`src/rtl/spi_slv_pkg.sv`:
```
package spi_slv_pkg;
  typedef struct packed {
    logic active;    // serial side enabled
    logic loadTx;    // copy transmit buffer into shift register
    logic shiftTx;   // advance outbound bit
    logic sampleRx;  // capture inbound bit
    logic commitRx;  // last bit of word captured
  } slvStrobe_t;
endpackage

```
`src/rtl/spi_slv_ctrl.sv`:
```
module spi_slv_ctrl
  import spi_slv_pkg::*;
#(
  parameter int WORD_W      = 8,
  parameter int SYNC_STAGES = 2
) (
  input  logic       clk,
  input  logic       rstN,
  input  logic       cfgFourPin,
  input  logic       cfgSevenBit,
  input  logic       sclk,
  input  logic       simo,
  input  logic       steN,
  output logic       simoBit,
  output slvStrobe_t strb
);
  localparam int CNT_W = $clog2(WORD_W);
  localparam logic [CNT_W-1:0] FULL_IDX  = CNT_W'(WORD_W - 1);
  localparam logic [CNT_W-1:0] SHORT_IDX = CNT_W'(WORD_W - 2);

  logic [SYNC_STAGES-1:0] sclkSync, simoSync, steSync;
  logic sclkPrev;
  logic [CNT_W-1:0] bitCnt;
  logic [CNT_W-1:0] lastIdx;
  logic sclkS, steS, active, rise, fall;

  always_ff @(posedge clk or negedge rstN) begin
    if (!rstN) begin
      sclkSync <= '0;
      simoSync <= '0;
      steSync  <= '1;
      sclkPrev <= 1'b0;
    end else begin
      sclkSync <= {sclkSync[SYNC_STAGES-2:0], sclk};
      simoSync <= {simoSync[SYNC_STAGES-2:0], simo};
      steSync  <= {steSync[SYNC_STAGES-2:0], steN};
      sclkPrev <= sclkSync[SYNC_STAGES-1];
    end
  end

  assign sclkS   = sclkSync[SYNC_STAGES-1];
  assign steS    = steSync[SYNC_STAGES-1];
  assign simoBit = simoSync[SYNC_STAGES-1];
  assign active  = !cfgFourPin || !steS;
  assign rise    = active && sclkS && !sclkPrev;
  assign fall    = active && !sclkS && sclkPrev;
  assign lastIdx = cfgSevenBit ? SHORT_IDX : FULL_IDX;

  always_ff @(posedge clk or negedge rstN) begin
    if (!rstN) begin
      bitCnt <= '0;
    end else if (!active) begin
      bitCnt <= '0;
    end else if (rise) begin
      bitCnt <= (bitCnt >= lastIdx) ? '0 : bitCnt + 1'b1;
    end
  end

  always_comb begin
    strb.active   = active;
    strb.loadTx   = (bitCnt == '0);
    strb.shiftTx  = fall && (bitCnt != '0);
    strb.sampleRx = rise;
    strb.commitRx = rise && (bitCnt >= lastIdx);
  end
endmodule

```
`src/rtl/spi_slv_dpath.sv`:
```
module spi_slv_dpath
  import spi_slv_pkg::*;
#(
  parameter int WORD_W = 8
) (
  input  logic              clk,
  input  logic              rstN,
  input  slvStrobe_t        strb,
  input  logic              simoBit,
  input  logic              cfgSevenBit,
  input  logic [WORD_W-1:0] txData,
  input  logic              txWrite,
  input  logic              rxRead,
  input  logic              overrunClr,
  output logic              somiOut,
  output logic              somiEn,
  output logic [WORD_W-1:0] rxData,
  output logic              rxReady,
  output logic              overrun
);
  logic [WORD_W-1:0] txBuf, txShift, rxShift, rxWord;

  always_ff @(posedge clk or negedge rstN) begin
    if (!rstN) begin
      txBuf   <= '0;
      txShift <= '0;
      rxShift <= '0;
    end else begin
      if (txWrite) txBuf <= txData;
      if (strb.loadTx)       txShift <= txBuf;
      else if (strb.shiftTx) txShift <= txShift << 1;
      if (strb.sampleRx) rxShift <= {rxShift[WORD_W-2:0], simoBit};
    end
  end

  always_comb begin
    rxWord = {rxShift[WORD_W-2:0], simoBit};
    if (cfgSevenBit) rxWord[WORD_W-1] = 1'b0;
  end

  always_ff @(posedge clk or negedge rstN) begin
    if (!rstN) begin
      rxData  <= '0;
      rxReady <= 1'b0;
      overrun <= 1'b0;
    end else begin
      if (strb.commitRx) begin
        rxData  <= rxWord;
        rxReady <= 1'b1;
      end else if (rxRead) begin
        rxReady <= 1'b0;
      end
      if (strb.commitRx && rxReady && !rxRead) overrun <= 1'b1;
      else if (overrunClr)                     overrun <= 1'b0;
    end
  end

  assign somiOut = cfgSevenBit ? txShift[WORD_W-2] : txShift[WORD_W-1];
  assign somiEn  = strb.active;
endmodule

```
`src/rtl/spi_slave_port.sv`:
```
module spi_slave_port
  import spi_slv_pkg::*;
#(
  parameter int WORD_W      = 8,
  parameter int SYNC_STAGES = 2
) (
  input  logic              clk,
  input  logic              rstN,
  input  logic              cfgFourPin,
  input  logic              cfgSevenBit,
  input  logic              sclk,
  input  logic              simo,
  input  logic              steN,
  output logic              somiOut,
  output logic              somiEn,
  input  logic [WORD_W-1:0] txData,
  input  logic              txWrite,
  output logic [WORD_W-1:0] rxData,
  input  logic              rxRead,
  output logic              rxReady,
  output logic              overrun,
  input  logic              overrunClr
);
  slvStrobe_t strb;
  logic simoBit;

  spi_slv_ctrl #(.WORD_W(WORD_W), .SYNC_STAGES(SYNC_STAGES)) uCtrl (
    .clk(clk), .rstN(rstN), .cfgFourPin(cfgFourPin), .cfgSevenBit(cfgSevenBit),
    .sclk(sclk), .simo(simo), .steN(steN), .simoBit(simoBit), .strb(strb)
  );

  spi_slv_dpath #(.WORD_W(WORD_W)) uDpath (
    .clk(clk), .rstN(rstN), .strb(strb), .simoBit(simoBit),
    .cfgSevenBit(cfgSevenBit), .txData(txData), .txWrite(txWrite),
    .rxRead(rxRead), .overrunClr(overrunClr), .somiOut(somiOut),
    .somiEn(somiEn), .rxData(rxData), .rxReady(rxReady), .overrun(overrun)
  );
endmodule

```
`config.mk`:
```
export PLATFORM = sky130hd
export DESIGN_NAME = spi_slave_port
export DESIGN_NICKNAME = d
export VERILOG_FILES = /design/src/rtl/spi_slv_pkg.sv /design/src/rtl/spi_slv_ctrl.sv /design/src/rtl/spi_slv_dpath.sv /design/src/rtl/spi_slave_port.sv
export SDC_FILE = /design/constraint.sdc
export NUM_CORES = 1
export LEC_CHECK = 0
export BUFFER_PORTS_ARGS = -buffer_cell sky130_fd_sc_hd__buf_4
export CAP_MARGIN = 20
export CORE_UTILIZATION = 40
export DETAILED_ROUTE_END_ITERATION = 10
export GPL_TIMING_DRIVEN = 1
export PLACE_DENSITY = 0.62
export SYNTH_ARGS = -nofsm -noshare
export SYNTH_HDL_FRONTEND = slang
export SYNTH_HIERARCHICAL = 1
export SYNTH_SLANG_ARGS = --single-unit
```
`constraint.sdc`:
```
create_clock -name clk -period 2.2 [get_ports clk]
set_clock_uncertainty 0.2 [all_clocks]
set_input_delay 0.33 -clock clk [delete_from_list [all_inputs] [get_ports clk]]
set_output_delay 0.33 -clock clk [all_outputs]
set_load 0.05 [all_outputs]
```
== Yosys cells after proc, flatten, opt, wreduce, memory -nomap -nowiden ==
Cells that the tools add are included.

* Register bits: 43
* Latch bits: 0
* Memory bits (writable): 0
* ROM bits: 0
* Input bits: 18
* Memories kept: 0

* $add $sub $neg: 1
* Multiply operators: 0
* Divide/modulo/power cells: 0
* $lt $le $gt $ge: 1
* Equal/unequal tests: 1
* Shift operators: 0
* Multiplexer cells: 12
* Bitwise operators: 0
* Reduce and logical (&&, ||, !) cells: 19

{| class="wikitable"
|+ Operators with widths
! cell !! number
|-
| $mux 8 || 2
|-
| $mux 3 || 3
|-
| $logic_and 1x1->1 || 8
|-
| $mux 1 || 7
|-
| $reduce_bool 2->1 || 3
|-
| $logic_not 1->1 || 5
|-
| $add 3x1->3 const B || 1
|-
| $ge 3x3->1 || 1
|-
| $logic_not 3->1 || 1
|-
| $reduce_bool 3->1 || 1
|-
| $ne 2x2->1 const B || 1
|-
| $logic_or 1x1->1 || 1
|}

== Depth between registers and ports, before layout ==
* Depth after elaboration: 8
* Gate-level depth with buffers: 7
* Gate-level depth less buffers: 6

== By module ==
The synthesis kept the hierarchy.

{| class="wikitable"
|+ Modules (own cells, without submodules)
! module !! instances !! cells an instance !! area each (um^2)
|-
| spi_slv_dpath || 1 || 93 || 1360.1
|-
| spi_slv_ctrl || 1 || 38 || 466.7
|}

== Least setup slack after synthesis ==
No wires, ideal clock.

* Path type: register -> register
* From: register uCtrl.bitCnt[0]
* To: register uDpath.txShift[7]
* Arrival time: 1.437 ns
* Slack: 0.424 ns
* Cell stages (with the launch flop): 8
* Period minus slack after synthesis: 1.776 ns
* Cell sequence: dfrtp_1 inv_1 ha_1 nor2b_1 nor4b_2 buf_6 mux2i_1 o21ai_1

{| class="wikitable"
|+ RTL lines
! what !! line !! text
|-
| start: declaration || spi_slv_ctrl.sv:23 || <nowiki>logic [CNT_W-1:0] bitCnt;</nowiki>
|-
| start signal: assignment || spi_slv_ctrl.sv:55 || <nowiki>bitCnt <= (bitCnt >= lastIdx) ? '0 : bitCnt + 1'b1;</nowiki>
|-
| end signal: assignment || spi_slv_dpath.sv:30 || <nowiki>if (strb.loadTx) txShift <= txBuf;</nowiki>
|-
| end signal: assignment || spi_slv_dpath.sv:31 || <nowiki>else if (strb.shiftTx) txShift <= txShift << 1;</nowiki>
|-
| end: declaration || spi_slv_dpath.sv:21 || <nowiki>logic [WORD_W-1:0] txBuf, txShift, rxShift, rxWord;</nowiki>
|}

== Worst setup path after layout ==
* From: register uCtrl.steSync[1]
* To: output somiEn

* Longest elaborated chain between the ends: 2

{| class="wikitable"
|+ Ends and longest elaborated chain
! what !! line !! text
|-
| start: declaration || spi_slv_ctrl.sv:21 || <nowiki>logic [SYNC_STAGES-1:0] sclkSync, simoSync, steSync;</nowiki>
|-
| start signal: assignment || spi_slv_ctrl.sv:36 || <nowiki>steSync <= {steSync[SYNC_STAGES-2:0], steN};</nowiki>
|-
| $logic_not 1->1 || spi_slv_ctrl.sv:44 || <nowiki>assign active = !cfgFourPin || !steS;</nowiki>
|-
| $logic_or 1x1->1 || spi_slv_ctrl.sv:44 ||
|-
| end: declaration || spi_slave_port.sv:15 || <nowiki>output logic somiEn,</nowiki>
|}

No other way between the ends.

==> insert_results.sql <==
INSERT INTO impl_metrics (metric_group, metric, value, unit) VALUES
('route', 'drt_first_iter_violations', '25', ''),
('final_layout', 'layout-area-overhead-vs-synth', '19.9', '%'),
('min_path', 'worstHoldPathType', 'input pin to register', ''),
('clock_tree', 'htreeDepth', '2', ''),
('timing', 'min_period_over_period', '0.846', ''),
('floorplanning', 'num_rows', '24', ''),
('placement', 'placed_cells_incl_taps', '207', ''),
('clock_tree', 'cts.repair.resized', '0', ''),
('synth', 'flip_flop_and_latch_count_after_synthesis', '43', ''),
('final_layout', 'n_antenna_cell', '0', ''),
('critical_path', 'crit_fanout', '7', ''),
('global_routing', 'grt_antenna_before_repair', '0', ''),
('global_routing', 'grt_start_max_net_pins', '44', ''),
('power_and_ir_drop', 'pnr_total_power', '1.87', 'mW'),
('synth', 'netlist_instances', '131', ''),
('timing', 'layout_setup_ws', '0.338', 'ns'),
('floorplanning', 'core_area', '4380', 'um2'),
('placement', 'place.port_buffers', '29', ''),
('placement', 'detailed_place.area', '2050', 'um2'),
('final_layout', 'final_util', '0.499', ''),
('floorplanning', 'die_y', '69.6', 'um'),
('critical_path', 'endpoint_kind', 'output pin', ''),
('final_layout', 'final_area', '2190', 'um2'),
('synth', 'fraction_of_the_yosys_area_taken_by_sequential_cells', '0.590', ''),
('final_layout', 'final_layout_size_suffix_gt1_frac', '0.437', ''),
('synth', 'synth.cell_area', '1830', 'um2'),
('timing', 'finalHoldViolCount', '0', ''),
('critical_path', 'setup.worst_path.start_class', 'register', ''),
('flow_run', 'maxCapViolCount', '0', ''),
('global_routing', 'grt_pass1_vias', '1114', ''),
('clock_tree', 'cts-buffers-inserted', '5', ''),
('synth', 'synth.yosys.warnings', '6', ''),
('clock_tree', 'cts_tree', 'done', ''),
('synth', 'synthesis.nets', '152', ''),
('timing', 'period_minus_slack', '1.86', 'ns'),
('route', 'detailedRoute.firstPassIterationCount', '3', ''),
('timing', 'setup_viol_count_final', '0', ''),
('route', 'final_antenna_net_count', '0', ''),
('placement', 'place_hpwl', '1.92', 'mm'),
('power_and_ir_drop', 'power.static_leakage', '1.01', 'nW'),
('critical_path', 'timing.critical_path.slowest_cell_delay', '0.51', 'ns'),
('placement', 'gp_routability_congestion', '0.889', ''),
('timing', 'tightestPinTransition', '0.518', 'ns'),
('clock_tree', 'cts.sinks', '43', ''),
('route', 'vias', '1056', ''),
('synth', 'postSynthAreaPerCell', '13.9', 'um2'),
('floorplanning', 'boundaryPins', '30', ''),
('critical_path', 'critical_path.top_delay_family', 'flip-flops', ''),
('outcome', 'run_status', 'finished clean', ''),
('timing', 'rsz0062_at_grt', 'false', ''),
('critical_path', 'critical_path.cell_chain', 'and2_1 > inv_2 > buf_4', ''),
('floorplanning', 'design.die.area', '4840', 'um2'),
('power_and_ir_drop', 'power.density', '854', 'nW/um2'),
('global_routing', 'wire_length_of_the_first_global_routing_pass', '4.89', 'mm'),
('timing', 'maxClockFrequency', '0.537', 'GHz'),
('global_routing', 'grt_util_all_layers', '0.129', ''),
('clock_tree', 'clock_tree.root_cell', 'sky130_fd_sc_hd__clkbuf_8', ''),
('critical_path', 'cpMaxStageDelayCell', 'sky130_fd_sc_hd__dfstp_2', ''),
('critical_path', 'worstPathRequired', '1.67', 'ns'),
('placement', 'preCtsSetupSlack', '0.271', 'ns'),
('critical_path', 'crit_buf_inv', '2', ''),
('clock_tree', 'cts.path.max_buffers', '2', ''),
('clock_tree', 'clkTransAtPathRegs', '0.07', 'ns'),
('route', 'detail_route.drc_violations', '0', ''),
('timing', 'max-slew-margin-rel', '0.654', ''),
('power_and_ir_drop', 'max-vdd-ir-drop', '0.000374', 'V'),
('final_layout', 'layout_cells_excl_fill', '219', ''),
('synth', 'synth_cell_type_count', '29', ''),
('clock_tree', 'clkLatencyLatePin', '0.28', 'ns'),
('route', 'postRouteWirelength', '2.66', 'mm'),
('final_layout', 'finalNetCount', '187', ''),
('critical_path', 'timing.setup.critical_path_class', 'register to output pin', ''),
('floorplanning', 'fp.dieW', '69.6', 'um'),
('global_routing', 'global_route.overflow_total', '0', ''),
('floorplanning', 'floorplan.initialDensity', '0.417', ''),
('timing', 'timing.final.max_slew_violations', '0', ''),
('timing', 'setup-tns-final', '0', 'ns'),
('final_layout', 'most-common-layout-cells', 'sky130_fd_sc_hd__dfrtp_1 (41), sky130_fd_sc_hd__buf_4 (33), sky130_fd_sc_hd__mux2_2 (17)', ''),
('route', 'vias_per_cell', '4.82', ''),
('final_layout', 'layout_commonest_cell', 'sky130_fd_sc_hd__dfrtp_1', ''),
('critical_path', 'arrival', '1.33', 'ns'),
('route', 'wl_per_cell', '12.1', 'um'),
('timing', 'fin_hold_ws', '0.0722', 'ns');
## worst register-to-register path: stages, from the launching register on
cell	delay [ns]
sky130_fd_sc_hd__dfrtp_1	0.37
sky130_fd_sc_hd__inv_1	0.08
sky130_fd_sc_hd__ha_1	0.29
sky130_fd_sc_hd__nor2b_2	0.06
sky130_fd_sc_hd__nor4_2	0.13
sky130_fd_sc_hd__buf_4	0.25
sky130_fd_sc_hd__mux2_2	0.36
## synthesized netlist by cell type
master,instances,area share
sky130_fd_sc_hd__a21o_2,1,0.0048
sky130_fd_sc_hd__a21oi_1,2,0.0055
sky130_fd_sc_hd__a21oi_2,1,0.0048
sky130_fd_sc_hd__a311oi_2,1,0.0082
sky130_fd_sc_hd__a32o_1,1,0.0055
sky130_fd_sc_hd__and2_1,1,0.0034
sky130_fd_sc_hd__and2b_2,1,0.0048
sky130_fd_sc_hd__buf_4,3,0.012
sky130_fd_sc_hd__buf_6,6,0.037
sky130_fd_sc_hd__dfrtp_1,41,0.56
sky130_fd_sc_hd__dfstp_2,2,0.029
sky130_fd_sc_hd__ha_1,3,0.021
sky130_fd_sc_hd__inv_1,6,0.012
sky130_fd_sc_hd__inv_2,1,0.0021
sky130_fd_sc_hd__mux2_2,17,0.10
sky130_fd_sc_hd__mux2_4,6,0.049
sky130_fd_sc_hd__mux2i_1,7,0.038
sky130_fd_sc_hd__nand2_1,11,0.023
sky130_fd_sc_hd__nand2b_1,2,0.0068
sky130_fd_sc_hd__nand3b_1,1,0.0041
sky130_fd_sc_hd__nor2_1,1,0.0021
sky130_fd_sc_hd__nor2b_1,1,0.0034
sky130_fd_sc_hd__nor2b_2,1,0.0048
sky130_fd_sc_hd__nor4_2,1,0.0068
sky130_fd_sc_hd__nor4b_2,1,0.0082
sky130_fd_sc_hd__o211ai_1,2,0.0082
sky130_fd_sc_hd__o21ai_0,2,0.0055
sky130_fd_sc_hd__o21ai_1,7,0.019
sky130_fd_sc_hd__o21bai_1,1,0.0041
## report_power, final
part / internal [mW] / switching [mW] / total [mW]
clock: 0.286 / 0.239 / 0.525
sequential: 0.925 / 0.0789 / 1.00
combinational: 0.172 / 0.170 / 0.341
total: 1.38 / 0.488 / 1.87
## registers in the layout, indices dropped and copies added, names as in the netlist
| register | count |
|---|---|
| uCtrl/bitCnt | 3 |
| uCtrl/sclkPrev | 1 |
| uCtrl/sclkSync | 2 |
| uCtrl/simoSync | 2 |
| uCtrl/steSync | 2 |
| uDpath/overrun | 1 |
| uDpath/rxData | 8 |
| uDpath/rxReady | 1 |
| uDpath/rxShift | 7 |
| uDpath/txBuf | 8 |
| uDpath/txShift | 8 |
## metal layers
layer	wire length [um]	global-route usage	share of wire
met5	0	0	0
met3	117	0.0436	0.044
met1	1150	0.145	0.43
met4	42	0.0476	0.016
met2	1340	0.224	0.51
## path summary, 6_finish.rpt
kind	start	endpoint	slack [ns]	depth (start not counted)
setup / recovery	uCtrl/steSync[1]$_DFF_PN1_	somiEn	0.34	3
hold / removal	txData[0]	uDpath/txBuf[0]$_DFFE_PN0P_	0.07	2
setup reg to reg	uCtrl/bitCnt[0]$_DFFE_PN0P_	uDpath/rxData[0]$_DFFE_PN0P_	0.34	6
hold reg to reg	uCtrl/sclkSync[0]$_DFF_PN0_	uCtrl/sclkSync[1]$_DFF_PN0_	0.15	0
max in group asynchronous	rstN	uCtrl/steSync[0]$_DFF_PN1_	1.07	2
min in group asynchronous	rstN	uDpath/rxData[0]$_DFFE_PN0P_	0.37	2
## timing repair
item                      CTS  global route
hold endpoints to repair   44             0
buffers inserted            0             0
hold buffers                4             0
## layout make-up
| type | instances | area (um2) |
|---|---|---|
| fill | 397 | 2190 |
| sequential | 43 | 1080 |
| multi-input combinational | 72 | 632 |
| timing repair buffer | 37 | 288 |
| clock buffer | 8 | 100 |
| tap | 52 | 65.1 |
| inverter | 7 | 26.3 |
## logic make-up after synthesis
| group | after synthesis | synth area share |
|---|---|---|
| AO/OA/AOI/OAI | 18 | 0.0658 |
| multiplexers | 30 | 0.192 |
| adder cells (fa/ha/maj) | 3 | 0.0206 |
| flip-flops | 43 | 0.590 |
| buffers and inverters | 16 | 0.0637 |
| AND/OR/NAND/NOR | 21 | 0.0671 |
Power figures use the tool's default switching activity.
